File: src/rtl/lp_hs_pkg.sv
package lp_hs_pkg;

  typedef enum logic [2:0] {
    HS_IDLE,
    HS_CHECK,
    HS_WAIT_FREE,
    HS_SETUP,
    HS_STROBE,
    HS_HOLD,
    HS_WAIT_ACK
  } hs_state_t;

  function automatic int unsigned max2(input int unsigned a, input int unsigned b);
    return (a > b) ? a : b;
  endfunction

  // True in the last cycle of an interval of 'length' cycles whose count started at zero.
  function automatic logic at_last(input int unsigned count, input int unsigned length);
    return (length == 0) || (count + 1 >= length);
  endfunction

endpackage

File: src/rtl/lp_hs_sync.sv
module lp_hs_sync #(
  parameter int unsigned WIDTH  = 3,
  parameter int unsigned STAGES = 2,
  parameter logic [WIDTH-1:0] RST_VAL = '0
) (
  input  logic             clk,
  input  logic             rst_n,
  input  logic [WIDTH-1:0] din,
  output logic [WIDTH-1:0] dout
);

  for (genvar i = 0; i < WIDTH; i++) begin : g_bit
    logic [STAGES-1:0] chain;
    always_ff @(posedge clk or negedge rst_n) begin
      if (!rst_n) chain <= {STAGES{RST_VAL[i]}};
      else        chain <= {chain[STAGES-2:0], din[i]};
    end
    assign dout[i] = chain[STAGES-1];
  end

endmodule

File: src/rtl/lp_hs_timer.sv
module lp_hs_timer #(
  parameter int unsigned W = 8
) (
  input  logic         clk,
  input  logic         rst_n,
  input  logic         clr,
  input  logic         run,
  output logic [W-1:0] count
);

  always_ff @(posedge clk or negedge rst_n) begin
    if (!rst_n)                          count <= '0;
    else if (clr)                        count <= '0;
    else if (run && count != {W{1'b1}})  count <= count + 1'b1;
  end

endmodule

File: src/rtl/lp_hs_source.sv
module lp_hs_source
  import lp_hs_pkg::*;
#(
  parameter int unsigned SETUP_CYC   = 2,
  parameter int unsigned STROBE_CYC  = 3,
  parameter int unsigned HOLD_CYC    = 2,
  parameter int unsigned ACK_LIMIT   = 40,
  parameter int unsigned BUSY_LIMIT  = 80,
  parameter int unsigned SYNC_STAGES = 2
) (
  input  logic       clk,
  input  logic       rst_n,
  input  logic       in_valid,
  output logic       in_ready,
  input  logic [7:0] in_byte,
  output logic [7:0] prn_data,
  output logic       prn_stb_n,
  input  logic       prn_fault_n,
  input  logic       prn_busy,
  input  logic       prn_ack_n,
  output logic       st_fault,
  output logic       st_ack_timeout,
  output logic       st_busy_timeout,
  output logic       xfer_done
);

  localparam int unsigned CNT_MAX = max2(max2(ACK_LIMIT, BUSY_LIMIT),
                                         max2(SETUP_CYC, max2(STROBE_CYC, HOLD_CYC)));
  localparam int unsigned CW = $clog2(CNT_MAX + 1);

  hs_state_t state_q, state_d;

  // synchronized printer inputs: {fault_n, busy, ack_n}
  logic [2:0] line_s;
  logic fault_ok_s, busy_s, ack_s, ack_prev;
  lp_hs_sync #(.WIDTH(3), .STAGES(SYNC_STAGES), .RST_VAL(3'b101)) u_sync (
    .clk(clk), .rst_n(rst_n),
    .din({prn_fault_n, prn_busy, prn_ack_n}),
    .dout(line_s)
  );
  assign fault_ok_s = line_s[2];
  assign busy_s     = line_s[1];
  assign ack_s      = line_s[0];

  always_ff @(posedge clk or negedge rst_n) begin
    if (!rst_n) ack_prev <= 1'b1;
    else        ack_prev <= ack_s;
  end

  // named internal events
  logic ack_fall, ev_accept, ev_fault, ev_ack_to, ev_busy_to, ev_done;
  logic ack_seen, busy_run, ack_run, phase_clr;
  logic [CW-1:0] phase_cnt, busy_cnt, ack_cnt;

  assign ack_fall  = ack_prev && !ack_s;
  assign in_ready  = (state_q == HS_IDLE);
  assign ev_accept = in_valid && in_ready;
  assign busy_run  = busy_s && ((state_q == HS_WAIT_FREE) ||
                                (state_q == HS_WAIT_ACK && ack_seen));
  assign ack_run   = (state_q == HS_WAIT_ACK) && !ack_seen;
  assign phase_clr = (state_d != state_q);

  lp_hs_timer #(.W(CW)) u_phase (
    .clk(clk), .rst_n(rst_n), .clr(phase_clr), .run(1'b1), .count(phase_cnt));
  lp_hs_timer #(.W(CW)) u_busy_wd (
    .clk(clk), .rst_n(rst_n), .clr(!busy_run), .run(busy_run), .count(busy_cnt));
  lp_hs_timer #(.W(CW)) u_ack_wd (
    .clk(clk), .rst_n(rst_n), .clr(!ack_run), .run(ack_run), .count(ack_cnt));

  logic busy_expired, ack_expired;
  assign busy_expired = busy_run && at_last(32'(busy_cnt), BUSY_LIMIT);
  assign ack_expired  = ack_run  && at_last(32'(ack_cnt), ACK_LIMIT);

  always_comb begin
    state_d    = state_q;
    ev_fault   = 1'b0;
    ev_ack_to  = 1'b0;
    ev_busy_to = 1'b0;
    ev_done    = 1'b0;
    case (state_q)
      HS_IDLE:      if (ev_accept) state_d = HS_CHECK;
      HS_CHECK:     if (!fault_ok_s) begin
                      ev_fault = 1'b1;
                      state_d  = HS_IDLE;
                    end else begin
                      state_d  = HS_WAIT_FREE;
                    end
      HS_WAIT_FREE: if (!busy_s) state_d = HS_SETUP;
                    else if (busy_expired) begin
                      ev_busy_to = 1'b1;
                      state_d    = HS_IDLE;
                    end
      HS_SETUP:     if (at_last(32'(phase_cnt), SETUP_CYC))  state_d = HS_STROBE;
      HS_STROBE:    if (at_last(32'(phase_cnt), STROBE_CYC)) state_d = HS_HOLD;
      HS_HOLD:      if (at_last(32'(phase_cnt), HOLD_CYC))   state_d = HS_WAIT_ACK;
      HS_WAIT_ACK:  if (ack_seen && !busy_s) begin
                      ev_done = 1'b1;
                      state_d = HS_IDLE;
                    end else if (ack_expired) begin
                      ev_ack_to = 1'b1;
                      state_d   = HS_IDLE;
                    end else if (busy_expired) begin
                      ev_busy_to = 1'b1;
                      state_d    = HS_IDLE;
                    end
      default:      state_d = HS_IDLE;
    endcase
  end

  always_ff @(posedge clk or negedge rst_n) begin
    if (!rst_n) begin
      state_q         <= HS_IDLE;
      prn_data        <= '0;
      ack_seen        <= 1'b0;
      st_fault        <= 1'b0;
      st_ack_timeout  <= 1'b0;
      st_busy_timeout <= 1'b0;
      xfer_done       <= 1'b0;
    end else begin
      state_q   <= state_d;
      xfer_done <= ev_done;
      if (ev_accept) begin
        prn_data        <= in_byte;
        ack_seen        <= 1'b0;
        st_fault        <= 1'b0;
        st_ack_timeout  <= 1'b0;
        st_busy_timeout <= 1'b0;
      end else begin
        if (ack_fall && (state_q == HS_STROBE || state_q == HS_HOLD ||
                         state_q == HS_WAIT_ACK))
          ack_seen <= 1'b1;
        if (ev_fault)   st_fault        <= 1'b1;
        if (ev_ack_to)  st_ack_timeout  <= 1'b1;
        if (ev_busy_to) st_busy_timeout <= 1'b1;
      end
    end
  end

  assign prn_stb_n = (state_q != HS_STROBE);

endmodule

File: config.mk
export PLATFORM = sky130hd
export DESIGN_NAME = lp_hs_source
export DESIGN_NICKNAME = d
export VERILOG_FILES = /design/src/rtl/lp_hs_pkg.sv /design/src/rtl/lp_hs_sync.sv /design/src/rtl/lp_hs_timer.sv /design/src/rtl/lp_hs_source.sv
export SDC_FILE = /design/constraint.sdc
export NUM_CORES = 1
export LEC_CHECK = 0
export CORE_MARGIN = 2
export CORE_UTILIZATION = 55
export DETAILED_ROUTE_END_ITERATION = 12
export GPL_TIMING_DRIVEN = 0
export PLACE_DENSITY = 0.88
export RECOVER_POWER = 50
export REMOVE_ABC_BUFFERS = 1
export SLEW_MARGIN = 10
export SYNTH_ARGS = -nofsm -noshare
export SYNTH_HDL_FRONTEND = slang
export SYNTH_SLANG_ARGS = --single-unit
File: constraint.sdc
create_clock -name clk -period 4 [get_ports clk]
set_input_delay 0.4 -clock clk [delete_from_list [all_inputs] [get_ports clk]]
set_output_delay 0.4 -clock clk [all_outputs]
set_load 0.02 [all_outputs]
Word-level counts from Yosys, hierarchy flattened:

Index checks and enable logic that the tools add are counted.

* order comparisons: 4
* muxes and demuxes: 36
* add/subtract/negate cells: 6
* eq/ne operators: 13
* reduce and logical (&&, ||, !) cells: 23

Operators with widths (number)
* two-way mux 7 bit: 6
* greater-or-equal comparator 32 x 2 -> 1 bit, second input constant: 1
* adder 7 x 1 -> 8 bit, second input constant: 3
* two-way mux 3 bit: 8
* adder 7 x 1 -> 7 bit, second input constant: 3
* != test 7 bit, second input constant: 3
* one-hot mux 3 bit (7 select lines): 1
* two-way mux 1 bit: 19
* logical AND 1 bit: 11
* nonzero test 2 bit: 5
* == test 3 bit, second input constant: 3
* greater-or-equal comparator 8 x 2 -> 1 bit, second input constant: 1
* greater-or-equal comparator 8 x 6 -> 1 bit, second input constant: 1
* greater-or-equal comparator 8 x 7 -> 1 bit, second input constant: 1
* == test 3 x 2 -> 1 bit, second input constant: 2
* != test 2 x 1 -> 1 bit, second input constant: 2
* == test 3 x 1 -> 1 bit, second input constant: 1
* zero test 1 bit: 3
* zero test 3 bit: 1
* logical OR 1 bit: 3
* != test 3 bit: 1
* != test 3 bit, second input constant: 1
* two-way mux 2 bit: 1
* one-hot mux 1 bit (2 select lines): 1

* input port bits: 14
* output and inout bits: 14
* word-level logic and storage cells: 96
* bits in registers: 44

Depth between registers and ports, before layout:

* word-level depth: 11
* mapped depth: 7

Modules after synthesis:

From an unflattened synthesis, not the netlist that was laid out.

* cells, all modules: 243
* area total of the unflattened synthesis: 2491.1 um^2

Modules (own cells, without submodules)
* lp_hs_timer: area an instance 427.9 um^2, instances 3, seq. area each 175.2 um^2, cells each 41
* lp_hs_source: area an instance 1029.7 um^2, instances 1, seq. area each 426.7 um^2, cells each 111
* lp_hs_sync: area an instance 177.7 um^2, instances 1, seq. area each 155.1 um^2, cells each 9

Least setup slack after synthesis:

OpenSTA, ideal clock, no wires.

* kind: register to register
* from: register u_busy_wd.count[0]
* to: register state_q[2]
* data arrival time: 1854 ps
* buffers on the path: 0
* required time: 3842 ps
* slack: 1988 ps
* setup time: 158 ps
* stages on the path, launching flop included: 7
* path through: dfrtp_1 -> ha_1 -> and3_1 -> a311oi_1 -> nor2_1 -> o2111ai_2 -> o311ai_0

* word-level cells in the longest chain between the ends: 7

RTL lines
* start, declared: line lp_hs_timer.sv:8 `output logic [W-1:0] count`
* start signal, assigned: line lp_hs_timer.sv:14 `else if (run && count != {W{1'b1}}) count <= count + 1'b1;`
* adder 7 x 1 -> 8 bit (*): line lp_hs_pkg.sv:19 `return (length == 0) || (count + 1 >= length);`
* greater-or-equal comparator 8 x 7 -> 1 bit (*): line lp_hs_pkg.sv:19
* logical AND 1 bit (*): line lp_hs_source.sv:71 `assign busy_expired = busy_run && at_last(32'(busy_cnt), BUSY_LIMIT);`
* two-way mux 3 bit (*): line lp_hs_source.sv:89, lp_hs_source.sv:102
* two-way mux 3 bit: line lp_hs_source.sv:99 `end else if (ack_expired) begin`
* two-way mux 3 bit: line lp_hs_source.sv:96 `HS_WAIT_ACK: if (ack_seen && !busy_s) begin`
* one-hot mux 3 bit (7 select lines) (*): line lp_hs_source.sv:80 `case (state_q)`
* named net state_d[2]: line lp_hs_source.sv:31 `hs_state_t state_q, state_d;`
* end signal, assigned: line lp_hs_source.sv:120 `state_q <= state_d;`
* end, declared: line lp_hs_source.sv:31

Mark *: on every way through the listed nets, which the timed path passes. The rest lies on a longest branch.
A chain may end at the register's enable or synchronous reset.

Worst setup path after layout:

Ends and elaborated chain as after synthesis.

==> summary.md <==
| Metric | Value |
|---|---|
| Run status | finished, final reports clean |
| CP max FO | 9 |
| Layout area overhead | 17.4% |
| Adder-cell share of the synthesized area | 0.0400 |
| Die area | 0.00450 mm^2 |
| Worst vdd ir | approximately 370 uV |
| Overall power | 1.44 mW |
| Dpl ws | approximately 1.6 ns |
| DRC violations left | 0 |
| Fin Hold WS | about 0.27 ns |
| Core Rows | 22 |
| Starting Density | 0.585 |
| Min Tclk post-route | 2.37 ns |
| Final Slew Violations | 0 |
| Overall Global Routing Usage | 0.219 |
| Final worst-path cycle share | 0.594 |
| Root buffer cell | clkbuf_8 |
| Worst Path Arrival | 2.52 ns |
| Ys async rst share | 1.00 |
| Startpoint Class | flip-flop |
| Routed WL | 4180 um |
| Worst-Margin Slew | around 1.2 ns |
| CTS-repair resized insts | 0 |
| Number of synthesized register bits | 44 |
| CTS tree | built |
| Die span in x | ~67 um |
| Yosys cell types | 47 |
| Hold Fails Final Rpt | 0 |
| Crit end category | flip-flop |
| Antenna viol nets, final | 0 |
| Max Cap Viol | 0 |
| RSZ-0062 raised after global routing | no |
| Vias in the first global route | 1637 |
| Max Freq | between 0.4 and 0.5 GHz |
| Synth warnings | 0 |
| Via count | 1703 |
| Post-synthesis sequential area ratio | 0.506 |
| First-pass GRT wire length | just over 7000 um |
| H-Tree Depth | 2 |
| DR pass1 iterations | 4 |
| Largest area contributor in the netlist | dfrtp_1 |
| Layout cells sized above 1 | 0.100 |
| Antenna violations before repair | 0 |
| Top_reg_cell synth | dfrtp_1 |
| Largest family of logic cells by synthesized area | simple AND/OR/NAND/NOR gates |
| Syn avg cell area | a little under 10 um^2 |
| Detailed-route vias per instance | approximately 5.7 |
| Pwr Density | ~560 mW/mm^2 |
| Pleak | 1.13 nW |
| Post-Synthesis Cells | 220 |
| Clk buf depth | 2 |
| RePlAce Congestion | 0.781 |
| CORE AREA | between 0.003 and 0.004 mm^2 |
| Number of synthesized flops with an enable pin | 0 |
| Synth Area in Simple Gates | 0.206 |
| Synth top area share | 0.446 |
| Final worst slack | 1.63 ns |
| Die Y | between 60 and 70 um |
| Hold Crit Class | in2async |
| I/O Buffers | 27 |
| Mux cell area share after synthesis | 0.0234 |
| Total clock sinks | 44 |
| Setup TNS Final | 0 ns |
| Final nets | between 200 and 300 |
| Kind of critical path | reg2reg |
| Synth area leaders | dfrtp_1 (45%), nand2_1 (6.3%), dfstp_2 (6.0%) |
| HPWL Detailed | between 3000 and 4000 um |
| Post-CTS setup buffers | 0 |
| Worst skew pair latency | 0.30 ns |
| Worst Path Required | 4.14 ns |
| CTS buffer count | 5 |
| Antenna diode count | 0 |
| Complex-gate fraction of the synthesized area | 0.154 |
| Initial DRC count | 91 |
| Top-level port count | 28 |
| DR WL/cell | 14.0 um |
| Xor-xnor portion of the synthesized cell area | 0.0400 |
| Max Clock Skew | between 0.005 and 0.006 ns |
| Final setup viols | 0 |
| Cts hold-fix bufs | 0 |
| Max-slew headroom | 0.198 |
| Mapped cell area | roughly 0.0022 mm^2 |
| Clock transition at the registers of the reported paths | ~0.08 ns |
| Pin count of the biggest net entering global routing | 25 |
| GRT Residual Overflow | 0 |
-- report_power, final --
part           internal (mW)  switching (mW)  leakage [nW]  total [mW]
clock                  0.118           0.146        0.0400       0.264
sequential             0.530          0.0857         0.570       0.615
combinational          0.248           0.317         0.518       0.565
total                  0.896           0.549          1.13        1.44
-- sequential cells by signal, indices dropped and copies added, names as in the netlist, 3 cells and up --
name / cells
state_q: 3
u_busy_wd.count: 7
u_phase.count: 7
u_ack_wd.count: 7
prn_data: 8
u_sync.g_bit.chain: 6
-- routing by layer --
metal	vias up	wire length, um	share of wire	GRT usage
met5	-	0	0	0
met4	0	85	0.020	0.107
met3	11	228	0.055	0.0608
met2	46	1970	0.47	0.339
met1	816	1890	0.45	0.281
li1	830	-	-	-
-- placed cells by master (no fill, tap or decap), types with 2 or more instances in the layout --
| cell type | count |
|---|---|
| a211oi_1 | 8 |
| a21oi_1 | 9 |
| a311oi_1 | 2 |
| a31oi_1 | 3 |
| and2_1 | 4 |
| and2b_2 | 2 |
| and3_1 | 3 |
| clkbuf_1 | 2 |
| clkbuf_8 | 5 |
| clkdlybuf4s50_1 | 23 |
| dfrtp_1 | 39 |
| dfstp_2 | 4 |
| dlygate4sd3_1 | 3 |
| ha_1 | 7 |
| inv_1 | 10 |
| mux2i_1 | 4 |
| nand2_1 | 37 |
| nand2b_1 | 3 |
| nand3_1 | 7 |
| nand4_1 | 3 |
| nor2_1 | 20 |
| nor3_1 | 3 |
| nor4_1 | 3 |
| o211ai_1 | 3 |
| o21a_1 | 2 |
| o21ai_0 | 6 |
| or2_2 | 2 |
| xnor2_1 | 9 |
-- synthesized netlist by cell type, types with 4 or more instances --
library cell and instances:
nand3_1 7, and2_1 4, nor2_1 20, nand2_1 37, clkbuf_1 4, dfstp_2 5
dfrtp_1 39, mux2i_1 4, a211oi_1 8, ha_1 7, xnor2_1 9, a21oi_1 9
o21ai_0 6, inv_1 10
-- worst max-delay path, cell delays in order, from the launching register on --
cell and delay, ns:
dfrtp_1 0.44, ha_1 0.27, and3_1 0.23, a311oi_1 0.43
nor2_1 0.15, o2111ai_2 0.47, o311ai_0 0.23
-- cell families (layout without fill, tap and decap cells) --
kind of cell / after synthesis / in the layout
flops: 44 / 44
xor+xnor: 10 / 10
buf+inv: 15 / 45
mux: 5 / 5
fa+ha+maj: 7 / 7
simple gates: 94 / 94
compound gates: 45 / 45
-- worst paths after layout --
kind                                               start                       end  slack, ns  cells past startpoint
worst max-delay path                  u_busy_wd.count[0]                state_q[2]       1.63                      6
worst max register to register        u_busy_wd.count[0]                state_q[2]       1.63                      6
worst min-delay path                               rst_n          u_phase.count[3]       0.27                      1
max in group asynchronous                          rst_n            st_ack_timeout       2.09                      2
worst min register to register  u_sync.g_bit[2].chain[0]  u_sync.g_bit[2].chain[1]       0.36                      0
min in group clk                u_sync.g_bit[2].chain[0]  u_sync.g_bit[2].chain[1]       0.36                      0
-- metrics by stage --
| step | area (um^2) | utilization | cells |
|---|---|---|---|
| finish | 2570 | 0.686 | 298 |
| global route | 2570 | 0.686 | 298 |
| CTS | 2590 | 0.693 | 298 |
| detailed placement | 2510 | 0.671 | 291 |
| global placement | 2490 | 0.665 | 290 |
| floorplan | 2160 | - | 215 |
-- final cells by class --
cell class              count  area (um^2)
inverters                  10         37.5
multi-input cells         161         1010
clock inverters             2         12.5
flip-flops and latches     44         1110
well taps                  48         60.1
fillers                   304         1170
repair buffers             28          268
clock buffers               5         68.8
Power figures use the tool's default switching activity.
